### src/rtl/mdo_pkg.sv
package mdo_pkg;
  typedef enum logic [2:0] {
    OP_NONE  = 3'd0,
    OP_MUL32 = 3'd1,
    OP_MUL64 = 3'd2,
    OP_WR_HI = 3'd3,
    OP_WR_LO = 3'd4,
    OP_DIV32 = 3'd5,
    OP_DIV64 = 3'd6
  } mdo_op_e;
endpackage

### src/rtl/mdo_timer.sv
// Countdown to a ready point: loading V makes idle_q rise V+1 edges later.
module mdo_timer #(
  parameter int W = 7
) (
  input  logic         clk,
  input  logic         rst,
  input  logic         load,
  input  logic [W-1:0] val,
  output logic         idle_q
);
  logic [W-1:0] cnt_q, cnt_d;

  always_comb cnt_d = load ? val : ((cnt_q != '0) ? cnt_q - 1'b1 : '0);

  always_ff @(posedge clk) begin
    if (rst) begin
      cnt_q  <= '0;
      idle_q <= 1'b1;
    end else begin
      cnt_q  <= cnt_d;
      idle_q <= (cnt_d == '0);
    end
  end
endmodule

### src/rtl/mdo_div_occ.sv
// Divider occupancy: idle lead-in of GAP cycles, then a busy window of the
// divide's length; a tail counter keeps the old window alive when a new
// divide is loaded during its last cycles.
module mdo_div_occ #(
  parameter int GAP    = 3,
  parameter int BUSY32 = 32,
  parameter int BUSY64 = 64,
  parameter int W      = 7
) (
  input  logic clk,
  input  logic rst,
  input  logic load,
  input  logic is64,
  output logic can_q,
  output logic busy_q
);
  localparam logic [W-1:0] LD32 = W'(GAP + BUSY32);
  localparam logic [W-1:0] LD64 = W'(GAP + BUSY64);
  localparam logic [W-1:0] REOK = W'(GAP + 1);

  logic [W-1:0] cnt_q, cnt_d, tail_q, tail_d, lim;
  logic         w64_q, w64_d;

  always_comb begin
    if (load) begin
      cnt_d  = is64 ? LD64 : LD32;
      tail_d = (cnt_q > W'(1)) ? cnt_q - 1'b1 : '0;
      w64_d  = is64;
    end else begin
      cnt_d  = (cnt_q != '0) ? cnt_q - 1'b1 : '0;
      tail_d = (tail_q != '0) ? tail_q - 1'b1 : '0;
      w64_d  = w64_q;
    end
    lim = w64_d ? W'(BUSY64) : W'(BUSY32);
  end

  always_ff @(posedge clk) begin
    if (rst) begin
      cnt_q  <= '0;
      tail_q <= '0;
      w64_q  <= 1'b0;
      can_q  <= 1'b1;
      busy_q <= 1'b0;
    end else begin
      cnt_q  <= cnt_d;
      tail_q <= tail_d;
      w64_q  <= w64_d;
      can_q  <= (cnt_d <= REOK);
      busy_q <= ((cnt_d != '0) && (cnt_d <= lim)) || (tail_d != '0);
    end
  end
endmodule

### src/rtl/mdo_arbiter.sv
// Picks at most one accepted operation per cycle, in fixed rank order.
module mdo_arbiter
  import mdo_pkg::*;
(
  input  logic    iss_mul32,
  input  logic    iss_mul64,
  input  logic    iss_div32,
  input  logic    iss_div64,
  input  logic    iss_wr_hi,
  input  logic    iss_wr_lo,
  input  logic    can_mul,
  input  logic    can_div,
  input  logic    hi_rdy,
  input  logic    lo_rdy,
  output mdo_op_e op
);
  always_comb begin
    if (iss_div64 && can_div)      op = OP_DIV64;
    else if (iss_div32 && can_div) op = OP_DIV32;
    else if (iss_mul64 && can_mul) op = OP_MUL64;
    else if (iss_mul32 && can_mul) op = OP_MUL32;
    else if (iss_wr_hi && hi_rdy)  op = OP_WR_HI;
    else if (iss_wr_lo && lo_rdy)  op = OP_WR_LO;
    else                           op = OP_NONE;
  end
endmodule

### src/rtl/mdo_tracker.sv
module mdo_tracker
  import mdo_pkg::*;
#(
  parameter int MUL_LAT    = 3,
  parameter int MUL64_HI   = 4,
  parameter int MUL64_HOLD = 1,
  parameter int WR_RD_LAT  = 3,
  parameter int WR_MD_LAT  = 4,
  parameter int DIV_GAP    = 3,
  parameter int DIV32_BUSY = 32,
  parameter int DIV64_BUSY = 64,
  parameter int HILO_WB    = 4
) (
  input  logic clk,
  input  logic rst,
  input  logic iss_mul32,
  input  logic iss_mul64,
  input  logic iss_div32,
  input  logic iss_div64,
  input  logic iss_wr_hi,
  input  logic iss_wr_lo,
  output logic can_mul,
  output logic can_div,
  output logic div_busy,
  output logic hi_rdy,
  output logic lo_rdy
);
  localparam int W = $clog2(DIV_GAP + DIV64_BUSY + HILO_WB + 1);
  localparam logic [W-1:0] V_MUL   = W'(MUL_LAT - 1);
  localparam logic [W-1:0] V_M64HI = W'(MUL64_HI - 1);
  localparam logic [W-1:0] V_HOLD  = W'(MUL64_HOLD);
  localparam logic [W-1:0] V_WRRD  = W'(WR_RD_LAT - 1);
  localparam logic [W-1:0] V_WRMD  = W'(WR_MD_LAT - 1);
  localparam logic [W-1:0] V_D32   = W'(DIV_GAP + DIV32_BUSY + HILO_WB);
  localparam logic [W-1:0] V_D64   = W'(DIV_GAP + DIV64_BUSY + HILO_WB);

  mdo_op_e      op;
  logic         is_div, is_mul;
  logic [W-1:0] div_v, hi_v, lo_v;
  logic         hold_idle, md_idle, wb_idle;

  mdo_arbiter u_arb (
    .iss_mul32(iss_mul32), .iss_mul64(iss_mul64),
    .iss_div32(iss_div32), .iss_div64(iss_div64),
    .iss_wr_hi(iss_wr_hi), .iss_wr_lo(iss_wr_lo),
    .can_mul(can_mul), .can_div(can_div),
    .hi_rdy(hi_rdy), .lo_rdy(lo_rdy), .op(op)
  );

  always_comb begin
    is_div = (op == OP_DIV32) || (op == OP_DIV64);
    is_mul = (op == OP_MUL32) || (op == OP_MUL64);
    div_v  = (op == OP_DIV64) ? V_D64 : V_D32;
    case (op)
      OP_MUL64: hi_v = V_M64HI;
      OP_WR_HI: hi_v = V_WRRD;
      OP_DIV32, OP_DIV64: hi_v = div_v;
      default:  hi_v = V_MUL;
    endcase
    case (op)
      OP_WR_LO: lo_v = V_WRRD;
      OP_DIV32, OP_DIV64: lo_v = div_v;
      default:  lo_v = V_MUL;
    endcase
  end

  mdo_timer #(.W(W)) u_hi (.clk(clk), .rst(rst),
    .load(is_div || is_mul || (op == OP_WR_HI)), .val(hi_v), .idle_q(hi_rdy));
  mdo_timer #(.W(W)) u_lo (.clk(clk), .rst(rst),
    .load(is_div || is_mul || (op == OP_WR_LO)), .val(lo_v), .idle_q(lo_rdy));
  mdo_timer #(.W(W)) u_hold (.clk(clk), .rst(rst),
    .load(op == OP_MUL64), .val(V_HOLD), .idle_q(hold_idle));
  mdo_timer #(.W(W)) u_md (.clk(clk), .rst(rst),
    .load((op == OP_WR_HI) || (op == OP_WR_LO)), .val(V_WRMD), .idle_q(md_idle));
  mdo_timer #(.W(W)) u_wb (.clk(clk), .rst(rst),
    .load(is_div), .val(div_v), .idle_q(wb_idle));

  logic occ_can;
  mdo_div_occ #(.GAP(DIV_GAP), .BUSY32(DIV32_BUSY), .BUSY64(DIV64_BUSY), .W(W)) u_div (
    .clk(clk), .rst(rst), .load(is_div), .is64(op == OP_DIV64),
    .can_q(occ_can), .busy_q(div_busy)
  );

  always_comb begin
    can_mul = hold_idle && md_idle && wb_idle;
    can_div = occ_can && md_idle;
  end
endmodule

### config.mk
export PLATFORM = sky130hd
export DESIGN_NAME = mdo_tracker
export DESIGN_NICKNAME = d
export VERILOG_FILES = /design/src/rtl/mdo_pkg.sv /design/src/rtl/mdo_timer.sv /design/src/rtl/mdo_div_occ.sv /design/src/rtl/mdo_arbiter.sv /design/src/rtl/mdo_tracker.sv
export SDC_FILE = /design/constraint.sdc
export NUM_CORES = 1
export LEC_CHECK = 0
export CORE_MARGIN = 10
export CORE_UTILIZATION = 30
export DETAILED_ROUTE_END_ITERATION = 16
export SKIP_LAST_GASP = 1
export SLEW_MARGIN = 20
export SYNTH_ARGS = -nofsm -noshare
export SYNTH_HDL_FRONTEND = slang
export SYNTH_HIERARCHICAL = 1
export SYNTH_SLANG_ARGS = --single-unit
### constraint.sdc
create_clock -name clk -period 3.8 [get_ports clk]
set_input_delay 0.38 -clock clk [delete_from_list [all_inputs] [get_ports clk]]
set_output_delay 0.38 -clock clk [all_outputs]
set_load 0.05 [all_outputs]
* After elaboration in Yosys (flattened, before gate mapping)
Cells that the tools add are included.
** Operators by class
- $add $sub $neg :: 7
- $lt $le $gt $ge :: 3
- Eq/ne operators :: 6
- Mux-type cells :: 27
- Reductions and logical operators :: 32
** Operators by type and width (count)
- $mux 7 :: 19
- $reduce_bool 7->1 :: 9
- $sub 7x1->7 const B :: 7
- $logic_not 7->1 :: 5
- $mux 3 :: 6
- $pmux 7 s2 :: 1
- $logic_and 1x1->1 :: 10
- $eq 3x3->1 const B :: 3
- $gt 7x1->1 const B :: 1
- $le 7x3->1 const B :: 1
- $le 7x7->1 :: 1
- $logic_or 1x1->1 :: 7
- $eq 3x2->1 const B :: 2
- $eq 3x1->1 const B :: 1
- $reduce_or 2->1 :: 1
- $mux 1 :: 1
** Word-level totals
- Bits in registers :: 57
- Bits of input ports :: 8
- Word-level logic and storage cells :: 90

* Depth between registers and ports, before layout
Gate-level depths: netlist (run 1).
- Word-level depth :: 14
- Mapped depth :: 16

* Hierarchy
The synthesis (run 1) kept the hierarchy.
** Modules (own cells, without submodules)
- mdo_timer :: instances 5, cells an instance 50, area an instance 425.4 um^2, sequential area each 160.2 um^2
- mdo_div_occ :: instances 1, cells an instance 144, area an instance 1228.7 um^2, sequential area each 340.3 um^2
- mdo_tracker :: instances 1, cells an instance 22, area an instance 138.9 um^2, sequential area each 0.0 um^2
- mdo_arbiter :: instances 1, cells an instance 11, area an instance 83.8 um^2, sequential area each 0.0 um^2

* Worst setup path after synthesis (run 1)
OpenSTA, ideal clock, no wires.
- Path kind :: reg-to-reg
- Start point :: reg u_md.idle_q
- End point :: reg u_div.busy_q
- Library setup time :: 0.139 ns
- Data arrival time :: 3.678 ns
- Required time :: 3.661 ns
- Setup slack :: -0.017 ns
- Stages on the path, launching flop included :: 17
- Path through :: dfxtp_1 > and3_1 > a22oi_1 > o2bb2ai_1 > inv_1 > ha_1 > o21a_1 > clkbuf_1 > clkbuf_1 > nand2_1 > a21boi_0 > ha_1 > and3b_1 > nor4b_1 > a221oi_1 > a221o_1 > a41oi_1
** On the way
- Cells in the longest elaborated chain, start to end :: 14
- Elaborated cells on any way between the ends :: 24
- Those cells by class :: 1 x order compare; 2 x eq/ne; 9 x mux; 12 x reduce/logical
** Ends and longest elaborated chain
- start, declared :: RTL line mdo_timer.sv:9 : output logic idle_q
- start signal, assigned :: RTL line mdo_timer.sv:21 : idle_q <= (cnt_d == '0);
- $logic_and 1x1->1 * (2 in series) :: RTL line mdo_tracker.sv:85 : can_mul = hold_idle && md_idle && wb_idle;
- via can_mul :: RTL line mdo_tracker.sv:22 : output logic can_mul,
- $logic_and 1x1->1 :: RTL line mdo_arbiter.sv:21 : else if (iss_mul32 && can_mul) op = OP_MUL32;
- $mux 3 :: RTL line mdo_arbiter.sv:21
- $mux 3 * :: RTL line mdo_arbiter.sv:20 : else if (iss_mul64 && can_mul) op = OP_MUL64;
- $mux 3 * :: RTL line mdo_arbiter.sv:19 : else if (iss_div32 && can_div) op = OP_DIV32;
- $mux 3 * :: RTL line mdo_arbiter.sv:18 : if (iss_div64 && can_div) op = OP_DIV64;
- via op[0] :: RTL line mdo_tracker.sv:37 : mdo_op_e op;
- $eq 3x3->1 (on tied branches) :: RTL line mdo_tracker.sv:51, mdo_tracker.sv:80
- $logic_or 1x1->1 :: RTL line mdo_tracker.sv:51 : is_div = (op == OP_DIV32) || (op == OP_DIV64);
- $mux 1 :: RTL line mdo_div_occ.sv:25 : if (load) begin
- $mux 7 :: RTL line mdo_div_occ.sv:34 : lim = w64_d ? W'(BUSY64) : W'(BUSY32);
- $le 7x7->1 :: RTL line mdo_div_occ.sv:49 : busy_q <= ((cnt_d != '0) && (cnt_d <= lim)) || (tail_d != '0);
- $logic_and 1x1->1 :: RTL line mdo_div_occ.sv:49
- $logic_or 1x1->1 * :: RTL line mdo_div_occ.sv:49
- end signal, assigned :: RTL line mdo_div_occ.sv:49
- end, declared :: RTL line mdo_div_occ.sv:15 : output logic busy_q
Mark *: on every way through the listed nets, which the timed path passes. The rest lies on a longest branch.
A chain may end at the register's enable or synchronous reset.

* Worst setup path in the final report (run 1)
- Start point :: reg u_md.idle_q
- End point :: reg u_div.busy_q
** On the way
- Cells in the longest elaborated chain, start to end :: 14
- Elaborated cells on any way between the ends :: 24
- Those cells by class :: 1 x order compare; 2 x eq/ne; 9 x mux; 12 x reduce/logical
** Ends and longest elaborated chain (RTL line)
- $logic_and 1x1->1 (2 in series) :: mdo_tracker.sv:85
- $logic_and 1x1->1 :: mdo_arbiter.sv:21
- $mux 3 :: mdo_arbiter.sv:21
- $mux 3 :: mdo_arbiter.sv:20
- $mux 3 :: mdo_arbiter.sv:19
- $mux 3 * :: mdo_arbiter.sv:18
- via op[0] :: mdo_tracker.sv:37
- $eq 3x3->1 (on tied branches) :: mdo_tracker.sv:51, mdo_tracker.sv:80
- $logic_or 1x1->1 :: mdo_tracker.sv:51
- $mux 1 :: mdo_div_occ.sv:25
- $mux 7 :: mdo_div_occ.sv:34
- $le 7x7->1 :: mdo_div_occ.sv:49
- $logic_and 1x1->1 :: mdo_div_occ.sv:49
- $logic_or 1x1->1 * :: mdo_div_occ.sv:49
Marked as above.

==> impl_metrics.yaml, run 1 <==
layout:
  area_delta_synth_final_pct: 18.3
  fillers: 1181
  nets: 506
  layout-drive-gt1-share_pct: 9.11
  antenna_cells: 0
sta:
  fmax_mhz: 294
  fin_crit_ns: 3.40
  slew_headroom_pct: 51.4
  skew_ns: 0.00596
  period_share_pct: 89.6
  tns_ns: 0
  tightest_slew_ns: 0.727
  rsz0062_at_grt: "false"
  slew_viol_final: 0
  hold_viol: 0
  final-setup-viol-count: 0
synthesis:
  yosysSeqAreaShare_pct: 31.9
  synth_area_mm2: 0.00358
  synth.distinct_cells: 63
  yosys_warnings: 6
  syn_inst: 427
  avgSynthCellArea_um2: 8.38
  synth_ff_type: "dfxtp_1"
  synth-edff-count: 0
  async_flop_share_pct: 0
  ys_ff_latch: 57
route:
  drt_wl_total_mm: 7.92
  drtPass1Iterations: 4
  vias: 3104
  drtAntennaViolNets: 0
  first_iter_violations: 190
  drc: 0
  wl_per_cell_um: 12.7
  vias_per_cell: 4.96
grt:
  overflow: 0
  antenna_found_initial: 0
  first_global_vias: 2944
  grt_use_total_pct: 9.78
  grt_pass1_wl_mm: 13.6
  grt_max_degree: 31
cts:
  cts_hold_buf: 0
  cts_buffer_depth: 2
  cts_tree: "yes"
  clkSlewWorstSetupHoldPaths_ns: 0.05
  cts.sink_count: 57
  post_cts_resized: 0
  cts_setup_buffers: 0
  clock_latency_ns: 0.33
  cts_max_level: 3
  cts_made_buffers: 9
  clock-root-buffer: "clkbuf_16"
worst_setup_path:
  rr_worst_depth: 14
  critPathMaxFanout: 10
  required_ns: 4.05
  r2r-end: "u_div/busy_q"
  setup.reg_to_reg.worst_slack_ns: 0.40
  critPathKind: "flip-flop to flip-flop"
  endpoint_kind: "flip-flop"
  r2r_start: "u_md/idle_q"
  critPathLaunchType: "flip-flop"
  critPathLaunch: "u_md/idle_q"
  crit_arrival_ns: 3.65
min_path:
  holdPathStages: 2
  hold_end: "u_div/tail_q[0]"
  hp-start: "rst"
  worstHoldPathType: "input port to flip-flop"
place:
  hpwl_mm: 5.76
  routabilityCongestion: 0.838
  portBuffers: 12
floorplan:
  ios: 13
  die_h_um: 129
  fp-row-count: 39
  initial_utilization_pct: 30.9
  core_area_mm2: 0.0116
  die_area_mm2: 0.0167
  die_w_um: 129
run_status:
  status: "finished, final reports clean"
flow_run:
  maxCapViolCount: 0
==> through the flow <==
step | utilization (%) | hold WS, ns | instances | setup slack (ns) | cell area (um2)
after floorplan | - | 0.459 | 471 | 0.140 | 3750
after global placement | 34.0 | 0.551 | 610 | 0.207 | 3940
after detailed placement | 34.0 | 0.567 | 610 | 0.0970 | 3940
after CTS | 36.6 | 0.547 | 626 | 0.384 | 4230
after global routing | 36.6 | 0.589 | 626 | 0.0396 | 4230
final | 36.6 | 0.540 | 626 | 0.397 | 4230
==> registers in the layout, indices dropped and copies added, names as in the netlist <==
| signal | count |
|---|---|
| u_div/busy_q | 1 |
| u_div/can_q | 1 |
| u_div/cnt_q | 7 |
| u_div/tail_q | 7 |
| u_div/w64_q | 1 |
| u_hi/cnt_q | 7 |
| u_hi/idle_q | 1 |
| u_hold/cnt_q | 7 |
| u_hold/idle_q | 1 |
| u_lo/cnt_q | 7 |
| u_lo/idle_q | 1 |
| u_md/cnt_q | 7 |
| u_md/idle_q | 1 |
| u_wb/cnt_q | 7 |
| u_wb/idle_q | 1 |
==> placed cells by master, fill, tap and decap left out, drive strengths merged, types with 11 or more instances in the layout <==
cell	netlist	routed
a21oi	14	14
xor2	14	14
nand2	21	21
clkbuf	9	11
clkdlybuf4s50	0	11
or4	17	17
conb	2	46
nor4	11	11
a22oi	21	21
nor2	68	68
dfxtp	57	57
inv	30	30
ha	20	20
==> Yosys cell counts, drive strengths merged, types with 9 or more instances <==
cell    number  area, um2
inv         30        113
buf          9       50.0
clkbuf       9       43.8
or4         17        146
a22oi       21        158
ha          20        250
nor2        68        255
o31ai        9       81.3
nand2       21       78.8
o21ai       10       50.1
dfxtp       57       1140
a31o        10       87.6
a21oi       14       73.8
nor4        11       68.8
xor2        14        123
==> critical path, stage by stage, from the launching register on <==
cell and delay [ns]:
dfxtp_1 0.32, and3_2 0.21, a22o_1 0.22, o2bb2ai_1 0.24, inv_1 0.11, ha_1 0.26, o21a_1 0.28, inv_1 0.20
a21boi_0 0.19, ha_1 0.33, and3b_1 0.17, nor4b_1 0.24, a221oi_1 0.12, a221o_1 0.28, a41oi_1 0.16
==> worst max-delay path by stage <==
| stage | to | cells after the start |
|---|---|---|
| 3_3_place_gp | u_div/busy_q | 14 |
| 4_1_cts | u_div/busy_q | 14 |
| 2_1_floorplan | u_div/busy_q | 15 |
| 3_5_place_dp | u_div/busy_q | 14 |
| 5_1_grt | u_div/busy_q | 14 |
| 6_report | u_div/busy_q | 14 |
==> kinds of logic (layout without fill, tap and decap cells) <==
family                     after synthesis  after routing  synth area share [%]
other                                    2             46                 0.210
AOI/OAI and AO/OA                      113            113                  24.4
muxes                                    2              2                 0.559
buffers and inverters                   49             61                  6.68
and+or+nand+nor                        164            164                  24.4
adders and majority gates               20             20                  6.99
DFF                                     57             57                  31.9
xor gates and xnor gates                20             20                  4.90
==> final cells by class <==
class	instances	area [um2]	share of cell area (%)
Clock inverter	5	55.1	1.30
Inverter	30	113	2.66
Tap cell	143	179	4.23
Clock buffer	11	243	5.73
Multi-Input combinational cell	365	2370	55.9
Timing Repair Buffer	15	138	3.25
Sequential cell	57	1140	27.0
==> layer usage <==
metal  vias to the layer above  share of wire, %  GRT usage (%)
met5                         -                 0              0
met4                         0               1.6           6.02
met3                         6               2.2           1.39
met2                        24                48           15.7
met1                      1454                48           12.2
li1                       1620                 -              -
Power of run 1 is left out: the tool's default activity adds up to more than one toggle a clock period on the data nets, which glitch-free logic cannot reach.
==> run 2: changes to the inputs <==
- ABC_AREA: not set -> 1
==> run 2 against run 1 <==
Compared with the run above: final cell count is 37% higher; flip-flop and latch count stayed put; clock skew is 0.0017 ns higher; worst hold slack better by 0.0044 ns; critical endpoint unchanged.
==> impl_metrics.yaml, run 2 <==
min_path:
  hp-start: "rst"
  worstHoldPathType: "input port to flip-flop"
synthesis:
  ys_ff_latch: 57
  synthTopCellsByCount: "nand2_1, inv_1, nor2_1"
  netlist.area_leader.share_pct: 28.7
  synthTopCellsByArea: "dfxtp_1, nand2_1, inv_1, nor2_1, ha_1"
  yosysTopAreaCell: "dfxtp_1"
  synth_compound_area_share_pct: 7.77
  synth_most_common_cell: "nand2_1"
  synth_ff_type: "dfxtp_1"
  avgSynthCellArea_um2: 6.20
  synth_area_mm2: 0.00398
  synth_fa_ha_area_share_pct: 6.29
  synthSimpleGateAreaFrac_pct: 46.3
  synth-xor-area-share_pct: 0.849
  yosysSeqAreaShare_pct: 28.7
  synth-edff-count: 0
  muxShareOfSynthArea_pct: 0
  syn_inst: 642
  async_flop_share_pct: 0
  synth.distinct_cells: 31
  synth_top_family_by_area: "simple AND/OR/NAND/NOR gates"
  yosys_warnings: 6
sta:
  rsz0062_at_grt: "false"
  slew_headroom_pct: 59.5
  hold_viol: 0
  fin_crit_ns: 3.06
  period_share_pct: 80.6
  fmax_mhz: 326
  final-setup-viol-count: 0
  slew_viol_final: 0
  tightest_slew_ns: 0.608
  tns_ns: 0
  skew_ns: 0.00764
route:
  drtAntennaViolNets: 0
  vias_per_cell: 4.24
  drt_wl_total_mm: 8.33
  drtPass1Iterations: 4
  first_iter_violations: 163
  vias: 3633
  drc: 0
  wl_per_cell_um: 9.72
place:
  hpwl_mm: 6.30
  routabilityCongestion: 0.814
  portBuffers: 12
cts:
  cts_hold_buf: 0
  clkSlewWorstSetupHoldPaths_ns: 0.05
  cts_made_buffers: 9
  post_cts_resized: 0
  clock-root-buffer: "clkbuf_16"
  cts_setup_buffers: 0
  cts.sink_count: 57
  clock_latency_ns: 0.33
  cts_buffer_depth: 2
  cts_tree: "yes"
  cts_max_level: 3
grt:
  first_global_vias: 3357
  antenna_found_initial: 0
  overflow: 0
  grt_max_degree: 58
  grt_pass1_wl_mm: 14.6
  grt_use_total_pct: 9.62
worst_setup_path:
  max_stage_delay_ns: 0.35
  required_ns: 4.05
  endpoint_kind: "flip-flop"
  crit_slowest_cell: "ha_1"
  critPathMaxFanout: 8
  critPathLaunch: "u_hold/idle_q"
  path_cells: "nand2_1, nor2_1, nand2_1, nand2_1, nand2_1, a21oi_2, inv_1, ha_1, nand2_1, nand2_1, inv_1, nor2_1, inv_1, o21ai_0, ha_1, nand2_1, a21oi_1, nand3_1, nand2_1, nand2_1, a21oi_1"
  critPathLaunchType: "flip-flop"
  r2r_start: "u_hold/idle_q"
  crit_arrival_ns: 3.32
  critPathKind: "flip-flop to flip-flop"
  path_delay_family: "simple AND/OR/NAND/NOR gates"
  cp_common_cell: "nand2_1"
  critPathBufInv: 3
  setup.reg_to_reg.worst_slack_ns: 0.74
flow_run:
  maxCapViolCount: 0
floorplan:
  die_w_um: 135
  fp-row-count: 42
  initial_utilization_pct: 30.3
  die_area_mm2: 0.0183
  core_area_mm2: 0.0131
  ios: 13
  die_h_um: 135
layout:
  layout-drive-gt1-share_pct: 10.9
  layout_common_cells: "nand2_1, inv_1, nor2_1, dfxtp_1, a21oi_1"
  final_common_cell: "nand2_1"
  area_delta_synth_final_pct: 15.8
  nets: 706
  antenna_cells: 0
  fillers: 1434
  fin_util_pct: 35.1
run_status:
  status: "finished, final reports clean"
## run 2: changes by cell type in the layout (fill, tap and decap cells not counted), moves of 13 or more
cell	previous run	this run
a21oi_1	13	31
a22oi_1	21	0
conb_1	46	25
inv_1	30	81
nand2_1	21	219
nand2_2	0	19
nand3_1	0	29
nor2_1	68	81
xor2_1	14	1
## run 2: cells by family after synthesis
group,Yosys count
XOR/XNOR,3
flip-flops,57
AND/OR/NAND/NOR,403
AO/OA/AOI/OAI,56
adder cells (fa/ha/maj),20
other,2
buffers and inverters,101
## run 2: stage by stage
stage	instance area [um2]	setup WS, ns	hold slack, ns	instances
global placement	4360	0.563	0.554	843
floorplan	4070	0.409	0.518	665
detailed placement	4360	0.512	0.550	843
global route	4610	0.324	0.592	857
finish	4610	0.736	0.544	857
CTS	4600	0.708	0.560	857
## run 2: worst paths after layout
kind                endpoint  cells after the start
max             u_div/busy_q                     21
max reg2reg     u_div/busy_q                     21
min reg2reg  u_hold/cnt_q[0]                      3
min            u_hi/cnt_q[2]                      2
## run 2: layer usage
metal	part of all wire (%)	up-vias	GRT usage [%]	wire [um]
met5	0	-	0	0
met4	1.7	0	3.59	141
met3	3.3	10	2.74	279
li1	-	2034	-	-
met2	44	31	15.3	3640
met1	51	1558	12.1	4270
## run 2: cell type report
| type | instances | area [um2] | share of cell area (%) |
|---|---|---|---|
| repair buffers | 15 | 140 | 3.04 |
| flip-flops and latches | 57 | 1140 | 24.8 |
| multi-input cells | 507 | 2530 | 54.9 |
| clock buffers | 13 | 240 | 5.22 |
| clock inverters | 1 | 5.00 | 0.109 |
| well taps | 176 | 220 | 4.78 |
| inverters | 88 | 330 | 7.17 |
Power of run 2 is left out for the same reason.
==> run 3: changes to the inputs <==
- clock period: 3.8 -> 3.1 ns (I/O delays scaled with it)
==> run 3 against run 2 <==
Compared with the run above: critical path depth increased by 1; routed wire length decreased by 1.3%; worst setup slack got worse by 0.39 ns; flip-flop and latch count unchanged; core utilization increased by 0.76 points; final cell count increased by 0.82%; highest routed layer unchanged.
==> impl_metrics.yaml, run 3 (synthesis gave the netlist of run 2 again) <==
grt:
  first_global_vias: 3310
  grt_pass1_wl_mm: 14.5
  grt_max_degree: 58
  antenna_found_initial: 0
  overflow: 0
  grt_use_total_pct: 9.44
worst_setup_path:
  critPathLaunchType: "flip-flop"
  rr_worst_depth: 22
  crit_arrival_ns: 3.00
  path_cells: "nand2_1, nor2_4, nand2_1, nand2_1, nand2_1, a21oi_2, inv_1, ha_1, nand2_1, nand2_1, buf_12, nor2_8, nand2_1, nand2_1, inv_1, ha_1, nand2_1, a21oi_1, nand3_1, nand2_1, nand2_1, a21oi_1"
  max_stage_delay_ns: 0.33
  r2r_start: "u_md/idle_q"
  required_ns: 3.34
  critPathKind: "flip-flop to flip-flop"
  setup.reg_to_reg.worst_slack_ns: 0.34
  critPathMaxFanout: 14
  endpoint_kind: "flip-flop"
  crit_slowest_cell: "dfxtp_1"
  r2r-end: "u_div/busy_q"
  cp_common_cell: "nand2_1"
route:
  drc: 0
  drtAntennaViolNets: 0
  first_iter_violations: 169
  vias_per_cell: 4.17
  drtPass1Iterations: 4
  vias: 3604
  drt_wl_total_mm: 8.22
  wl_per_cell_um: 9.51
sta:
  fin_crit_ns: 2.76
  tns_ns: 0
  skew_ns: 0.00740
  tightest_slew_ns: 1.05
  slew_headroom_pct: 30.1
  rsz0062_at_grt: "false"
  fmax_mhz: 363
  slew_viol_final: 0
  period_share_pct: 88.9
  hold_viol: 0
  final-setup-viol-count: 0
cts:
  cts_setup_buffers: 0
  cts_tree: "yes"
  clock_latency_ns: 0.32
  clkSlewWorstSetupHoldPaths_ns: 0.05
  cts_made_buffers: 9
  cts_max_level: 3
  cts_buffer_depth: 2
  cts_hold_buf: 0
  clock-root-buffer: "clkbuf_16"
  post_cts_resized: 0
  cts.sink_count: 57
run_status:
  status: "finished, final reports clean"
layout:
  nets: 711
  layout-drive-gt1-share_pct: 12.1
  layout_common_cells: "nand2_1, inv_1, nor2_1, dfxtp_1, a21oi_1"
  antenna_cells: 0
  area_delta_synth_final_pct: 18.3
  final_common_cell: "nand2_1"
  fillers: 1465
min_path:
  hp-start: "u_md/cnt_q[0]"
  holdPathStages: 3
  hold_end: "u_md/cnt_q[0]"
  worstHoldPathType: "flip-flop to flip-flop"
flow_run:
  maxCapViolCount: 0
place:
  hpwl_mm: 6.40
  portBuffers: 12
  routabilityCongestion: 0.807
floorplan:
  die_w_um: 135
  core_area_mm2: 0.0131
  initial_utilization_pct: 30.3
  die_area_mm2: 0.0183
  ios: 13
  fp-row-count: 42
  die_h_um: 135
[run 3: critical path, delay by kind of cell, from the launching register on]
kind                       cells  cell delay [ns]
AOI/OAI and AO/OA              3             0.37
and+or+nand+nor               14             1.17
DFF                            1             0.33
adders and majority gates      2             0.48
buffers and inverters          3             0.32
[run 3: area by class of cell]
type | count | area (um2) | share of cell area, %
multi-input cells | 507 | 2540 | 53.9
flip-flops and latches | 57 | 1140 | 24.2
inverters | 88 | 330 | 7.02
clock buffers | 13 | 250 | 5.32
well taps | 176 | 220 | 4.68
repair buffers | 20 | 188 | 3.99
clock inverters | 3 | 40.0 | 0.851
[run 3: through the flow]
stage,cell area [um2],instances,util [%],worst slack (ns),hold slack [ns]
final,4710,864,35.8,0.344,0.561
after global routing,4710,864,35.8,0.00677,0.620
after CTS,4710,864,35.8,0.302,0.564
after detailed placement,4420,848,33.6,0.0813,0.553
after global placement,4420,848,33.6,0.130,0.552
after floorplan,4070,665,-,0.160,0.518
[run 3: how the worst max path moves through the flow]
stage                startpoint           end  slack (ns)  depth (start not counted)
floorplan           u_md/idle_q  u_div/busy_q        0.16                         22
global placement      iss_wr_hi  u_div/busy_q        0.13                         21
detailed placement    iss_wr_hi  u_div/busy_q        0.08                         21
CTS                 u_md/idle_q  u_div/busy_q        0.30                         22
global route        u_md/idle_q  u_div/busy_q       0.007                         22
finish              u_md/idle_q  u_div/busy_q        0.34                         22
[run 3: metal layers]
| metal | track usage (%) | share of wire (%) | up-vias | wire length, um |
|---|---|---|---|---|
| li1 | - | - | 2040 | - |
| met1 | 12.0 | 50 | 1532 | 4150 |
| met2 | 14.9 | 45 | 25 | 3710 |
| met3 | 3.52 | 3.4 | 7 | 281 |
| met4 | 2.21 | 1.0 | 0 | 82 |
| met5 | 0 | 0 | - | 0 |
Power of run 3 is left out for the same reason.
